File: src/rtl/abus_seq_pkg.sv
// Shared types for the bus cycle sequencer.
// Assumes nothing beyond IEEE 1800-2017 enumerations.
package abus_seq_pkg;

    // Half-clock states of a bus cycle plus the two halves of a wait clock.
    typedef enum logic [3:0] {
        PH_IDLE,
        PH_S0, PH_S1, PH_S2, PH_S3, PH_S4, PH_S5, PH_S6, PH_S7,
        PH_W1, PH_W2
    } phase_t;

endpackage

File: src/rtl/abus_seq_phase.sv
// State walker: advances one half-clock state per st_en pulse and stalls
// after S4 in whole-clock steps until a termination is seen.
// Assumes dtack_n and berr_n are already synchronous to clk.
module abus_seq_phase
    import abus_seq_pkg::*;
(
    input  logic   clk,
    input  logic   rst_n,
    input  logic   st_en,
    input  logic   req_valid,
    input  logic   dtack_n,
    input  logic   berr_n,
    output phase_t phase,
    output logic   accept,
    output logic   term_tick,
    output logic   s6_end,
    output logic   s7_end
);

    logic at_sample;
    logic term_seen;

    // Decision points and strobes for the other blocks.
    always_comb begin
        at_sample = (phase == PH_S4) || (phase == PH_W2);
        term_seen = !dtack_n || !berr_n;
        accept    = st_en && (phase == PH_IDLE) && req_valid;
        term_tick = st_en && at_sample && term_seen;
        s6_end    = st_en && (phase == PH_S6);
        s7_end    = st_en && (phase == PH_S7);
    end

    // State register, one step per enable.
    always_ff @(posedge clk) begin
        if (!rst_n) begin
            phase <= PH_IDLE;
        end else if (st_en) begin
            case (phase)
                PH_IDLE: if (req_valid) phase <= PH_S0;
                PH_S0:   phase <= PH_S1;
                PH_S1:   phase <= PH_S2;
                PH_S2:   phase <= PH_S3;
                PH_S3:   phase <= PH_S4;
                PH_S4:   phase <= term_seen ? PH_S5 : PH_W1;
                PH_W1:   phase <= PH_W2;
                PH_W2:   phase <= term_seen ? PH_S5 : PH_W1;
                PH_S5:   phase <= PH_S6;
                PH_S6:   phase <= PH_S7;
                PH_S7:   phase <= PH_IDLE;
                default: phase <= PH_IDLE;
            endcase
        end
    end

endmodule

File: src/rtl/abus_seq_capture.sv
// Holding registers: the accepted request, the termination kind, the read
// result and the one-clock completion pulse.
// Assumes accept, term_tick, s6_end and s7_end are single-clock strobes.
module abus_seq_capture #(
    parameter int AW  = 23,
    parameter int DW  = 16,
    parameter int FCW = 3
) (
    input  logic           clk,
    input  logic           rst_n,
    input  logic           accept,
    input  logic           term_tick,
    input  logic           s6_end,
    input  logic           s7_end,
    input  logic           req_wr,
    input  logic           req_ub,
    input  logic           req_lb,
    input  logic [AW-1:0]  req_addr,
    input  logic [FCW-1:0] req_fc,
    input  logic [DW-1:0]  req_wdata,
    input  logic [DW-1:0]  d_in,
    input  logic           berr_n,
    output logic           wr_q,
    output logic           ub_q,
    output logic           lb_q,
    output logic [AW-1:0]  addr_q,
    output logic [FCW-1:0] fc_q,
    output logic [DW-1:0]  wdata_q,
    output logic [DW-1:0]  rdata,
    output logic           err,
    output logic           done
);

    logic berr_hit;

    // Latch the request fields when the cycle starts.
    always_ff @(posedge clk) begin
        if (!rst_n) begin
            wr_q    <= 1'b0;
            ub_q    <= 1'b0;
            lb_q    <= 1'b0;
            addr_q  <= '0;
            fc_q    <= '0;
            wdata_q <= '0;
        end else if (accept) begin
            wr_q    <= req_wr;
            ub_q    <= req_ub;
            lb_q    <= req_lb;
            addr_q  <= req_addr;
            fc_q    <= req_fc;
            wdata_q <= req_wdata;
        end
    end

    // Remember whether the termination was a bus error.
    always_ff @(posedge clk) begin
        if (!rst_n)         berr_hit <= 1'b0;
        else if (accept)    berr_hit <= 1'b0;
        else if (term_tick) berr_hit <= !berr_n;
    end

    // Latch the result on the way into S7.
    always_ff @(posedge clk) begin
        if (!rst_n) begin
            rdata <= '0;
            err   <= 1'b0;
        end else if (s6_end) begin
            rdata <= (berr_hit || wr_q) ? '0 : d_in;
            err   <= berr_hit;
        end
    end

    // Completion pulse, one clock after the enable that ends S7.
    always_ff @(posedge clk) begin
        if (!rst_n) done <= 1'b0;
        else        done <= s7_end;
    end

endmodule

File: src/rtl/abus_seq_drive.sv
// Pin decode: turns the current state and latched request into the strobe,
// direction and drive-enable levels of the external bus.
// Assumes the state register is the only source of timing.
module abus_seq_drive
    import abus_seq_pkg::*;
(
    input  phase_t phase,
    input  logic   wr_q,
    input  logic   ub_q,
    input  logic   lb_q,
    output logic   as_n,
    output logic   uds_n,
    output logic   lds_n,
    output logic   rw_n,
    output logic   a_oe,
    output logic   d_oe
);

    logic as_on;
    logic ds_on;
    logic addr_on;
    logic wr_span;

    // Group states into the windows each pin is active in.
    always_comb begin
        as_on   = phase inside {PH_S2, PH_S3, PH_S4, PH_W1, PH_W2, PH_S5, PH_S6};
        addr_on = as_on || (phase == PH_S1);
        wr_span = phase inside {PH_S3, PH_S4, PH_W1, PH_W2, PH_S5, PH_S6, PH_S7};
        ds_on   = wr_q ? (as_on && (phase != PH_S2)) : as_on;
    end

    // Map the windows onto the active-low pins.
    always_comb begin
        as_n  = !as_on;
        uds_n = !(ds_on && ub_q);
        lds_n = !(ds_on && lb_q);
        rw_n  = !(wr_q && wr_span);
        d_oe  = wr_q && wr_span;
        a_oe  = addr_on;
    end

endmodule

File: src/rtl/abus_cycle_seq.sv
// Top level of the asynchronous bus cycle sequencer: joins the state walker,
// the holding registers and the pin decode. Terminations are expected to be
// synchronous to clk; the enable runs at twice the processor clock rate.
module abus_cycle_seq
    import abus_seq_pkg::*;
#(
    parameter int AW  = 23,
    parameter int DW  = 16,
    parameter int FCW = 3
) (
    input  logic           clk,
    input  logic           rst_n,
    input  logic           st_en,
    input  logic           req_valid,
    input  logic           req_wr,
    input  logic           req_ub,
    input  logic           req_lb,
    input  logic [AW-1:0]  req_addr,
    input  logic [FCW-1:0] req_fc,
    input  logic [DW-1:0]  req_wdata,
    output logic           req_ready,
    output logic           done,
    output logic [DW-1:0]  rdata,
    output logic           err,
    output logic [AW-1:0]  a_out,
    output logic           a_oe,
    output logic [FCW-1:0] fc_out,
    output logic           rw_n,
    output logic           as_n,
    output logic           uds_n,
    output logic           lds_n,
    output logic [DW-1:0]  d_out,
    output logic           d_oe,
    input  logic [DW-1:0]  d_in,
    input  logic           dtack_n,
    input  logic           berr_n
);

    phase_t          phase;
    logic            accept;
    logic            term_tick;
    logic            s6_end;
    logic            s7_end;
    logic            wr_q;
    logic            ub_q;
    logic            lb_q;
    logic [AW-1:0]   addr_q;
    logic [FCW-1:0]  fc_q;
    logic [DW-1:0]   wdata_q;

    abus_seq_phase u_phase (
        .clk       (clk),
        .rst_n     (rst_n),
        .st_en     (st_en),
        .req_valid (req_valid),
        .dtack_n   (dtack_n),
        .berr_n    (berr_n),
        .phase     (phase),
        .accept    (accept),
        .term_tick (term_tick),
        .s6_end    (s6_end),
        .s7_end    (s7_end)
    );

    abus_seq_capture #(.AW(AW), .DW(DW), .FCW(FCW)) u_cap (
        .clk       (clk),
        .rst_n     (rst_n),
        .accept    (accept),
        .term_tick (term_tick),
        .s6_end    (s6_end),
        .s7_end    (s7_end),
        .req_wr    (req_wr),
        .req_ub    (req_ub),
        .req_lb    (req_lb),
        .req_addr  (req_addr),
        .req_fc    (req_fc),
        .req_wdata (req_wdata),
        .d_in      (d_in),
        .berr_n    (berr_n),
        .wr_q      (wr_q),
        .ub_q      (ub_q),
        .lb_q      (lb_q),
        .addr_q    (addr_q),
        .fc_q      (fc_q),
        .wdata_q   (wdata_q),
        .rdata     (rdata),
        .err       (err),
        .done      (done)
    );

    abus_seq_drive u_drv (
        .phase (phase),
        .wr_q  (wr_q),
        .ub_q  (ub_q),
        .lb_q  (lb_q),
        .as_n  (as_n),
        .uds_n (uds_n),
        .lds_n (lds_n),
        .rw_n  (rw_n),
        .a_oe  (a_oe),
        .d_oe  (d_oe)
    );

    // Bus values come straight from the holding registers.
    always_comb begin
        req_ready = (phase == PH_IDLE);
        a_out     = addr_q;
        fc_out    = fc_q;
        d_out     = wdata_q;
    end

endmodule

File: config.mk
export PLATFORM = sky130hd
export DESIGN_NAME = abus_cycle_seq
export DESIGN_NICKNAME = d
export VERILOG_FILES = /design/src/rtl/abus_seq_pkg.sv /design/src/rtl/abus_seq_phase.sv /design/src/rtl/abus_seq_capture.sv /design/src/rtl/abus_seq_drive.sv /design/src/rtl/abus_cycle_seq.sv
export SDC_FILE = /design/constraint.sdc
export NUM_CORES = 1
export LEC_CHECK = 0
export ABC_AREA = 1
export CELL_PAD_IN_SITES_DETAIL_PLACEMENT = 1
export CELL_PAD_IN_SITES_GLOBAL_PLACEMENT = 1
export CORE_MARGIN = 4
export CORE_UTILIZATION = 32
export CTS_CLUSTER_SIZE = 24
export DETAILED_ROUTE_END_ITERATION = 8
export GPL_TIMING_DRIVEN = 0
export PLACE_DENSITY_LB_ADDON = 0.1
export SKIP_LAST_GASP = 1
export SYNTH_ARGS = -nofsm -noshare
export SYNTH_HDL_FRONTEND = slang
export SYNTH_SLANG_ARGS = --single-unit
File: constraint.sdc
create_clock -name clk -period 2.95 [get_ports clk]
set_input_delay 0.7375 -clock clk [delete_from_list [all_inputs] [get_ports clk]]
set_output_delay 0.7375 -clock clk [all_outputs]
set_load 0.01 [all_outputs]
## Word-level counts from Yosys, hierarchy flattened

Cells that the tools add are included.

- Equal/unequal tests: 12
- Multiplexer cells: 5
- Bitwise gates (word level): 1
- Reductions and logical operators: 26

Operators by type and width:

| kind | count |
|---|---|
| case mux 4 bit (9 select lines) | 1 |
| == test 4 x 3 -> 1 bit, second input constant | 4 |
| two-way mux 16 bit | 1 |
| nonzero test 7 bit | 2 |
| == test 4 bit, second input constant | 3 |
| logical AND 1 bit | 10 |
| == test 4 x 2 -> 1 bit, second input constant | 2 |
| two-way mux 4 bit | 2 |
| logical NOT 1 bit | 6 |
| == test 4 x 1 -> 1 bit, second input constant | 1 |
| logical NOT 4 bit | 1 |
| logical OR 1 bit | 4 |
| inequality test 4 x 2 -> 1 bit, second input constant | 1 |
| OR reduction 2 bit | 2 |
| inequality test 2 bit, second input constant | 1 |
| AND reduction 2 bit | 1 |
| two-way mux 1 bit | 1 |
| NOT 1 bit | 1 |

- Flip-flop bits (word level): 68

## Logic depth before layout (Yosys ltp)

Gate-level depths: netlist of the first run.

- Word-level depth: 6
- Gate-level depth with buffers: 9
- Depth with buffers taken out: 8

## Hierarchy

Synthesis of the first run repeated with hierarchy kept, for this count alone.

- Cells, all modules: 398
- Area, all modules: 2,849.0 µm²

By module, submodules not included:

| module | instances | cells each | area an instance (µm²) |
|---|---|---|---|
| abus_seq_capture | 1 | 311 | 2,411.1 |
| abus_seq_phase | 1 | 58 | 307.8 |
| abus_seq_drive | 1 | 22 | 103.8 |
| abus_cycle_seq | 1 | 7 | 26.3 |

## Worst setup path before layout of the first run

No wires, ideal clock.

- Kind: reg2out
- Start point: register u_phase.phase[0]
- End point: output port a_oe
- Arrival time: 1,122 ps
- Data required time: 2,213 ps
- Slack: 1,090 ps
- Cell stages (with the launch flop): 5
- Buffers on the path: 0
- Cell sequence: dfxtp_1 -> a21oi_1 -> or2_2 -> nand2_1 -> o21ai_0

- Longest elaborated chain between the ends: 3
- Elaborated cells between the ends (all ways): 10

RTL lines:

| item | RTL line | RTL |
|---|---|---|
| from (decl) | abus_seq_phase.sv:13 | `output phase_t phase,` |
| from (signal assigned) | abus_seq_phase.sv:44 | `PH_S4: phase <= term_seen ? PH_S5 : PH_W1;` |
| from (signal assigned) | abus_seq_phase.sv:46 | `PH_W2: phase <= term_seen ? PH_S5 : PH_W1;` |
| == test 4 x 2 -> 1 bit, or another cell as far along | abus_seq_drive.sv:26 | `as_on = phase inside {PH_S2, PH_S3, PH_S4, PH_W1, PH_W2, PH_S5, PH_S6};` |
| nonzero test 7 bit | abus_seq_drive.sv:26 |  |
| logical OR 1 bit * | abus_seq_drive.sv:27 | `addr_on = as_on \|\| (phase == PH_S1);` |
| to (decl) | abus_cycle_seq.sv:26 | `output logic a_oe,` |

Every way passes the cells marked *; elsewhere a longest branch is shown, timed or not.

## Worst setup path after layout of the first run

- Start point: register u_phase.phase[0]
- End point: output port lds_n

- Longest elaborated chain between the ends: 6
- Elaborated cells between the ends (all ways): 13

RTL lines:

| item | RTL line | RTL |
|---|---|---|
| == test 4 x 2 -> 1 bit, or another cell as far along | abus_seq_drive.sv:26 |  |
| nonzero test 7 bit | abus_seq_drive.sv:26 |  |
| logical AND 1 bit | abus_seq_drive.sv:29 | `ds_on = wr_q ? (as_on && (phase != PH_S2)) : as_on;` |
| two-way mux 1 bit * | abus_seq_drive.sv:29 |  |
| logical AND 1 bit * | abus_seq_drive.sv:36 | `lds_n = !(ds_on && lb_q);` |
| logical NOT 1 bit * | abus_seq_drive.sv:36 |  |
| to (decl) | abus_cycle_seq.sv:31 | `output logic lds_n,` |

Marks and branches as above.

==> results.toml, run 1 <==
[timing]
rsz0062_at_grt = "no"
period_needed_ns = 2.80
fin_tns_setup_ns = 0
worst_pin_slew_ns = 0.520
fin_worst_skew_ns = 0.0174
hold_viol = 0
clock.fmax_mhz = 357
finalMaxSlewViolations = 0
whs_ns = 0.455
period_share = 0.950
max-slew-margin-rel = 0.653
finalSetupViolCount = 0
worst_slack_ns = 0.148

[synthesis]
ys.flop_type = "dfxtp_1"
synth.most_common_cell = "dfxtp_1"
async_flop_share = 0
synth_edf_count = 0
synth_commonest_cells = "dfxtp_1 (68), inv_1 (52), a21oi_2 (44)"
ys_types = 24
syn_nets = 417
synth_top_area_frac = 0.458
ys_warn_count = 0
synth_area_leaders = "dfxtp_1 (46%), a21oi_2 (13%), inv_1 (6.6%), o21ai_1 (6.2%), nand2_1 (4.7%)"
synthesis.area_um2 = 2970
syn-instance-count = 350
ys_ff_latch = 68
synth_area_leader_cell = "dfxtp_1"
avgSynthCellArea_um2 = 8.50
ys_seq_area_frac = 0.458

[placed_design]
dpl.hpwl_um = 7030
dp_slack_ns = 0.505
portBuffers = 131
gp_congestion = 0.731

[min_path]
holdPathEnd = "u_cap.addr_q[19]"
hold_path.class = "reg2reg"
hold_depth = 2
hold_start = "u_cap.addr_q[19]"

[routing]
route.met3.wl_um = 828
viasPerCell = 4.72
wl_met2_um = 4540
dr.max_layer_used = "met4"
drtPass1Iterations = 4
postRouteAntennaNets = 0
vias = 2858
wl_per_cell_um = 15.5
wl_um = 9350
dr.first_iter.drc_count = 42
met1Wirelength_um = 3840
drc = 0

[power_and_ir_drop]
comb_power_share = 0.193
power_w = 0.00232
power.switching_w = 0.000627
sw_frac_of_total = 0.271
pwr-share-clk = 0.374
p_int_w = 0.00169
seqPwrFrac = 0.433
power.density_nw_per_um2 = 499
power_leakage_nw = 1.66
vdd_drop_max_uv = 272

[die]
die_w_um = 104
num_rows = 34
core-area_um2 = 8890
die_area_um2 = 10900
die_y_um = 104
ios = 134
start_util = 0.335

[clock_network]
ctsResizeCount = 0
clkTransAtPathRegs_ns = 0.08
postCtsSetupRepairBufs = 0
ctsLongestPathBuffers = 2
cts_root_buffer = "clkbuf_8"
htree_levels = 3
worstSkewPairLatency_ns = 0.35
cts_tree = "yes"
cts-buffers-inserted = 9
cts.sinks = 68
hold_buffers = 0

[setup_path]
critPathMaxFanout = 7
crit_slowest_cell = "clkdlybuf4s50_1"
cp_data_required_time_ns = 2.21
r2r-start = "u_cap.wr_q"
crit_chain = "a21oi_1 -> or2_2 -> nand2_1 -> a21oi_1 -> nand2_1 -> clkdlybuf4s50_1"
r2r_cells = 4
cp-start-kind = "flip-flop"
critical_path_class = "reg2out"
arrival_ns = 2.06
worstReg2RegEnd = "u_cap.rdata[6]"
endpoint_kind = "output pin"
critPathMaxStageDelay_ns = 0.54
ff2ff_setup_slack_ns = 1.39

[grt]
grt_use_total = 0.175
grt_max_degree = 14
grt_pass1_wl_um = 15600
grt_pass1_vias = 3172
overflow = 0
grt_antenna_before_repair = 0

[layout]
drive_gt1_frac = 0.195
areaGrowthSynthToFinish_pct = 56.1
fin_util = 0.522
nNetsFinal = 559
diodes = 0

[outcome]
outcome = "completed"

[run]
cap_violations = 0
==> cell usage in the layout, fill, tap and decap left out <==
cell type and instances:
a21oi_2 44, nor3_1 1, inv_6 1, nand4_1 17, inv_1 52, o21bai_1 1, clkbuf_8 9, or2_2 1
nand3_4 1, nand2_1 37, buf_2 3, clkinvlp_4 1, clkbuf_1 8, clkinv_4 2, nor2_8 1, nor2_4 2
nand2_4 1, o21ai_0 3, o21ai_2 9, buf_6 11, inv_2 4, o21ai_1 37, clkinv_2 1, buf_4 1
dfxtp_1 68, nor2_1 14, nand2_2 3, a21oi_1 25, clkdlybuf4s50_1 131, nand3_1 6, bufinv_16 2
==> through the flow <==
step | instance area (um^2) | instances
after floorplan | 2970 | 350
after CTS | 4640 | 605
final | 4640 | 605
after global placement | 4420 | 589
after global routing | 4640 | 605
after detailed placement | 4420 | 589
==> critical path, delay by kind of cell (launching register included) <==
family                 cells  cell delay [ns]
flip-flops                 1             0.52
AND/OR/NAND/NOR            3             0.48
buffers and inverters      1             0.54
AO/OA/AOI/OAI              2             0.21
==> kinds of logic after synthesis <==
logic type,synth area share
buf+inv,0.130
flops,0.458
simple gates,0.144
compound gates,0.268
==> routing by layer <==
layer / global-route usage / vias to the layer above
met5: 0 / -
met4: 0.0589 / 0
met3: 0.0683 / 12
met2: 0.303 / 88
met1: 0.196 / 1323
li1: - / 1435
==> flip-flops by register name (all words and copies together), names as in the netlist <==
signal / flops
u_cap.addr_q: 23
u_cap.berr_hit: 1
u_cap.done: 1
u_cap.err: 1
u_cap.fc_q: 3
u_cap.lb_q: 1
u_cap.rdata: 16
u_cap.ub_q: 1
u_cap.wdata_q: 16
u_cap.wr_q: 1
u_phase.phase: 4
==> area by class of cell <==
| type | count | area [um^2] |
|---|---|---|
| Multi-Input combinational cell | 203 | 1230 |
| Sequential cell | 68 | 1360 |
| Clock buffer | 9 | 124 |
| Tap cell | 108 | 135 |
| Clock inverter | 7 | 98.8 |
| Inverter | 56 | 210 |
| Buffer | 23 | 176 |
| Fill cell | 1071 | 4250 |
| Timing Repair Buffer | 131 | 1310 |
==> worst max-delay path by stage <==
stage                     start    end  slack [ns]  cells past startpoint
3_3_place_gp   u_phase.phase[0]  lds_n        0.52                      6
3_5_place_dp   u_phase.phase[0]  lds_n        0.51                      6
4_1_cts        u_phase.phase[0]  lds_n        0.12                      6
6_report       u_phase.phase[0]  lds_n        0.15                      6
2_1_floorplan  u_phase.phase[0]   a_oe        1.09                      4
5_1_grt        u_phase.phase[0]  uds_n        0.04                      6
==> power by group through the flow <==
stage                     Sequential (W)  Clock (W)  Combinational (W)
after detailed placement         0.00102          0           0.000452
after global routing             0.00101   0.000928           0.000488
after global placement           0.00102          0           0.000446
final                            0.00100   0.000866           0.000448
after floorplan                  0.00104          0           0.000191
after CTS                        0.00100   0.000892           0.000456
(Power assumes the default switching activity.)
==> inputs of run 2 (changes only) <==
- CAP_MARGIN: default -> 5
- CORE_MARGIN: 4 -> 2
==> results.toml, run 2 (same netlist as run 1, synthesis figures left out) <==
[outcome]
outcome = "completed"

[power_and_ir_drop]
vdd_drop_max_uv = 211
power_w = 0.00227
power_leakage_nw = 1.65
power.density_nw_per_um2 = 490

[clock_network]
cts-buffers-inserted = 9
ctsResizeCount = 0
hold_buffers = 0
cts.sinks = 68
postCtsSetupRepairBufs = 0
clkTransAtPathRegs_ns = 0.08
cts_tree = "yes"
htree_levels = 3
cts_root_buffer = "clkbuf_8"
worstSkewPairLatency_ns = 0.34
ctsLongestPathBuffers = 2

[placed_design]
portBuffers = 131
place_inst = 592
gp_congestion = 0.802
dpl.hpwl_um = 6720
dpl_cell_area_um2 = 4420

[timing]
fin_tns_setup_ns = 0
clock.fmax_mhz = 368
worst_pin_slew_ns = 0.477
finalSetupViolCount = 0
fin_worst_skew_ns = 0.00720
period_needed_ns = 2.72
hold_viol = 0
finalMaxSlewViolations = 0
period_share = 0.922
max-slew-margin-rel = 0.681
rsz0062_at_grt = "no"

[layout]
final_common_cell = "clkdlybuf4s50_1"
drive_gt1_frac = 0.197
final_cell_mix = "clkdlybuf4s50_1 (131), dfxtp_1 (67), inv_1 (52)"
largest-register = "u_cap.addr_q"
fin_area_um2 = 4640
reg.largest.list = "u_cap.addr_q (23), u_cap.rdata (16), u_cap.wdata_q (16)"
final_cells = 608
largest_register_ffs = 23
diodes = 0
areaGrowthSynthToFinish_pct = 55.9
nNetsFinal = 559

[grt]
grt_antenna_before_repair = 0
overflow = 0
grt_max_degree = 13
grt_pass1_vias = 2861
grt_use_total = 0.185
grt_pass1_wl_um = 14500

[min_path]
hold_path.class = "reg2reg"

[die]
start_util = 0.327
die_w_um = 100
num_rows = 35
die_y_um = 100
ios = 134
core-area_um2 = 9110
die_area_um2 = 10100

[routing]
postRouteAntennaNets = 0
drtPass1Iterations = 4
viasPerCell = 4.70
dr.first_iter.drc_count = 61
wl_per_cell_um = 14.9
drc = 0
vias = 2859
wl_um = 9070

[setup_path]
cp_data_required_time_ns = 2.21
critPathMaxFanout = 8
crit_slowest_cell = "clkdlybuf4s50_1"
critical_path_class = "reg2out"
crit_family = "buffers and inverters"
endpoint_kind = "output pin"
crit_chain = "buf_4 -> a21oi_1 -> or2_2 -> nand2_1 -> a21oi_1 -> nand2_1 -> clkdlybuf4s50_1"
arrival_ns = 1.98
path_buf_inv = 2
cp-start-kind = "flip-flop"
critPathMaxStageDelay_ns = 0.54

[run]
cap_violations = 0
-- run 2: layer usage --
layer / vias to the layer above / track usage / wire length (um)
met5: - / 0 / 0
met4: 0 / 0.0727 / 125
met3: 9 / 0.0669 / 696
met2: 84 / 0.302 / 4370
met1: 1342 / 0.221 / 3880
li1: 1424 / - / -
-- run 2: worst paths after layout --
check,startpoint,to,slack [ns],cells after the start
min reg2reg,u_cap.wdata_q[8],u_cap.wdata_q[8],0.45,2
max reg2reg,u_cap.wr_q,u_cap.rdata[4],1.43,4
max,u_phase.phase[1],lds_n,0.23,7
min,u_cap.wdata_q[8],u_cap.wdata_q[8],0.45,2
-- run 2: stage by stage --
step | hold slack (ns) | util | setup slack [ns]
2_1_floorplan | 0.433 | - | 1.09
3_3_place_gp | 0.435 | 0.486 | 0.527
3_5_place_dp | 0.445 | 0.486 | 0.503
4_1_cts | 0.458 | 0.509 | 0.104
5_1_grt | 0.474 | 0.509 | 0.0755
6_report | 0.454 | 0.509 | 0.229
-- run 2: where the power goes --
group	total, W	internal [W]	switching, W
clock network	0.000822	0.000438	0.000384
registers	0.00100	0.000972	0.0000306
logic	0.000445	0.000237	0.000209
-- run 2: cell type report --
cell class / count / area [um^2]
well taps: 111 / 139
fillers: 1104 / 4470
multi-input cells: 203 / 1230
repair buffers: 131 / 1310
inverters: 56 / 210
clock inverters: 5 / 58.8
plain buffers: 23 / 176
clock buffers: 11 / 151
flip-flops and latches: 68 / 1360
-- run 2: worst register-to-register path, cell delays in order (launching register included) --
cell,delay (ns)
dfxtp_1,0.35
nor2_1,0.39
clkbuf_1,0.40
nand4_1,0.17
a21oi_1,0.15
==> inputs of run 3 (changes only) <==
- GPL_ROUTABILITY_DRIVEN: default -> 0
==> results of run 3 <==
The final DEF is identical to that of run 2; final timing and power are the same.
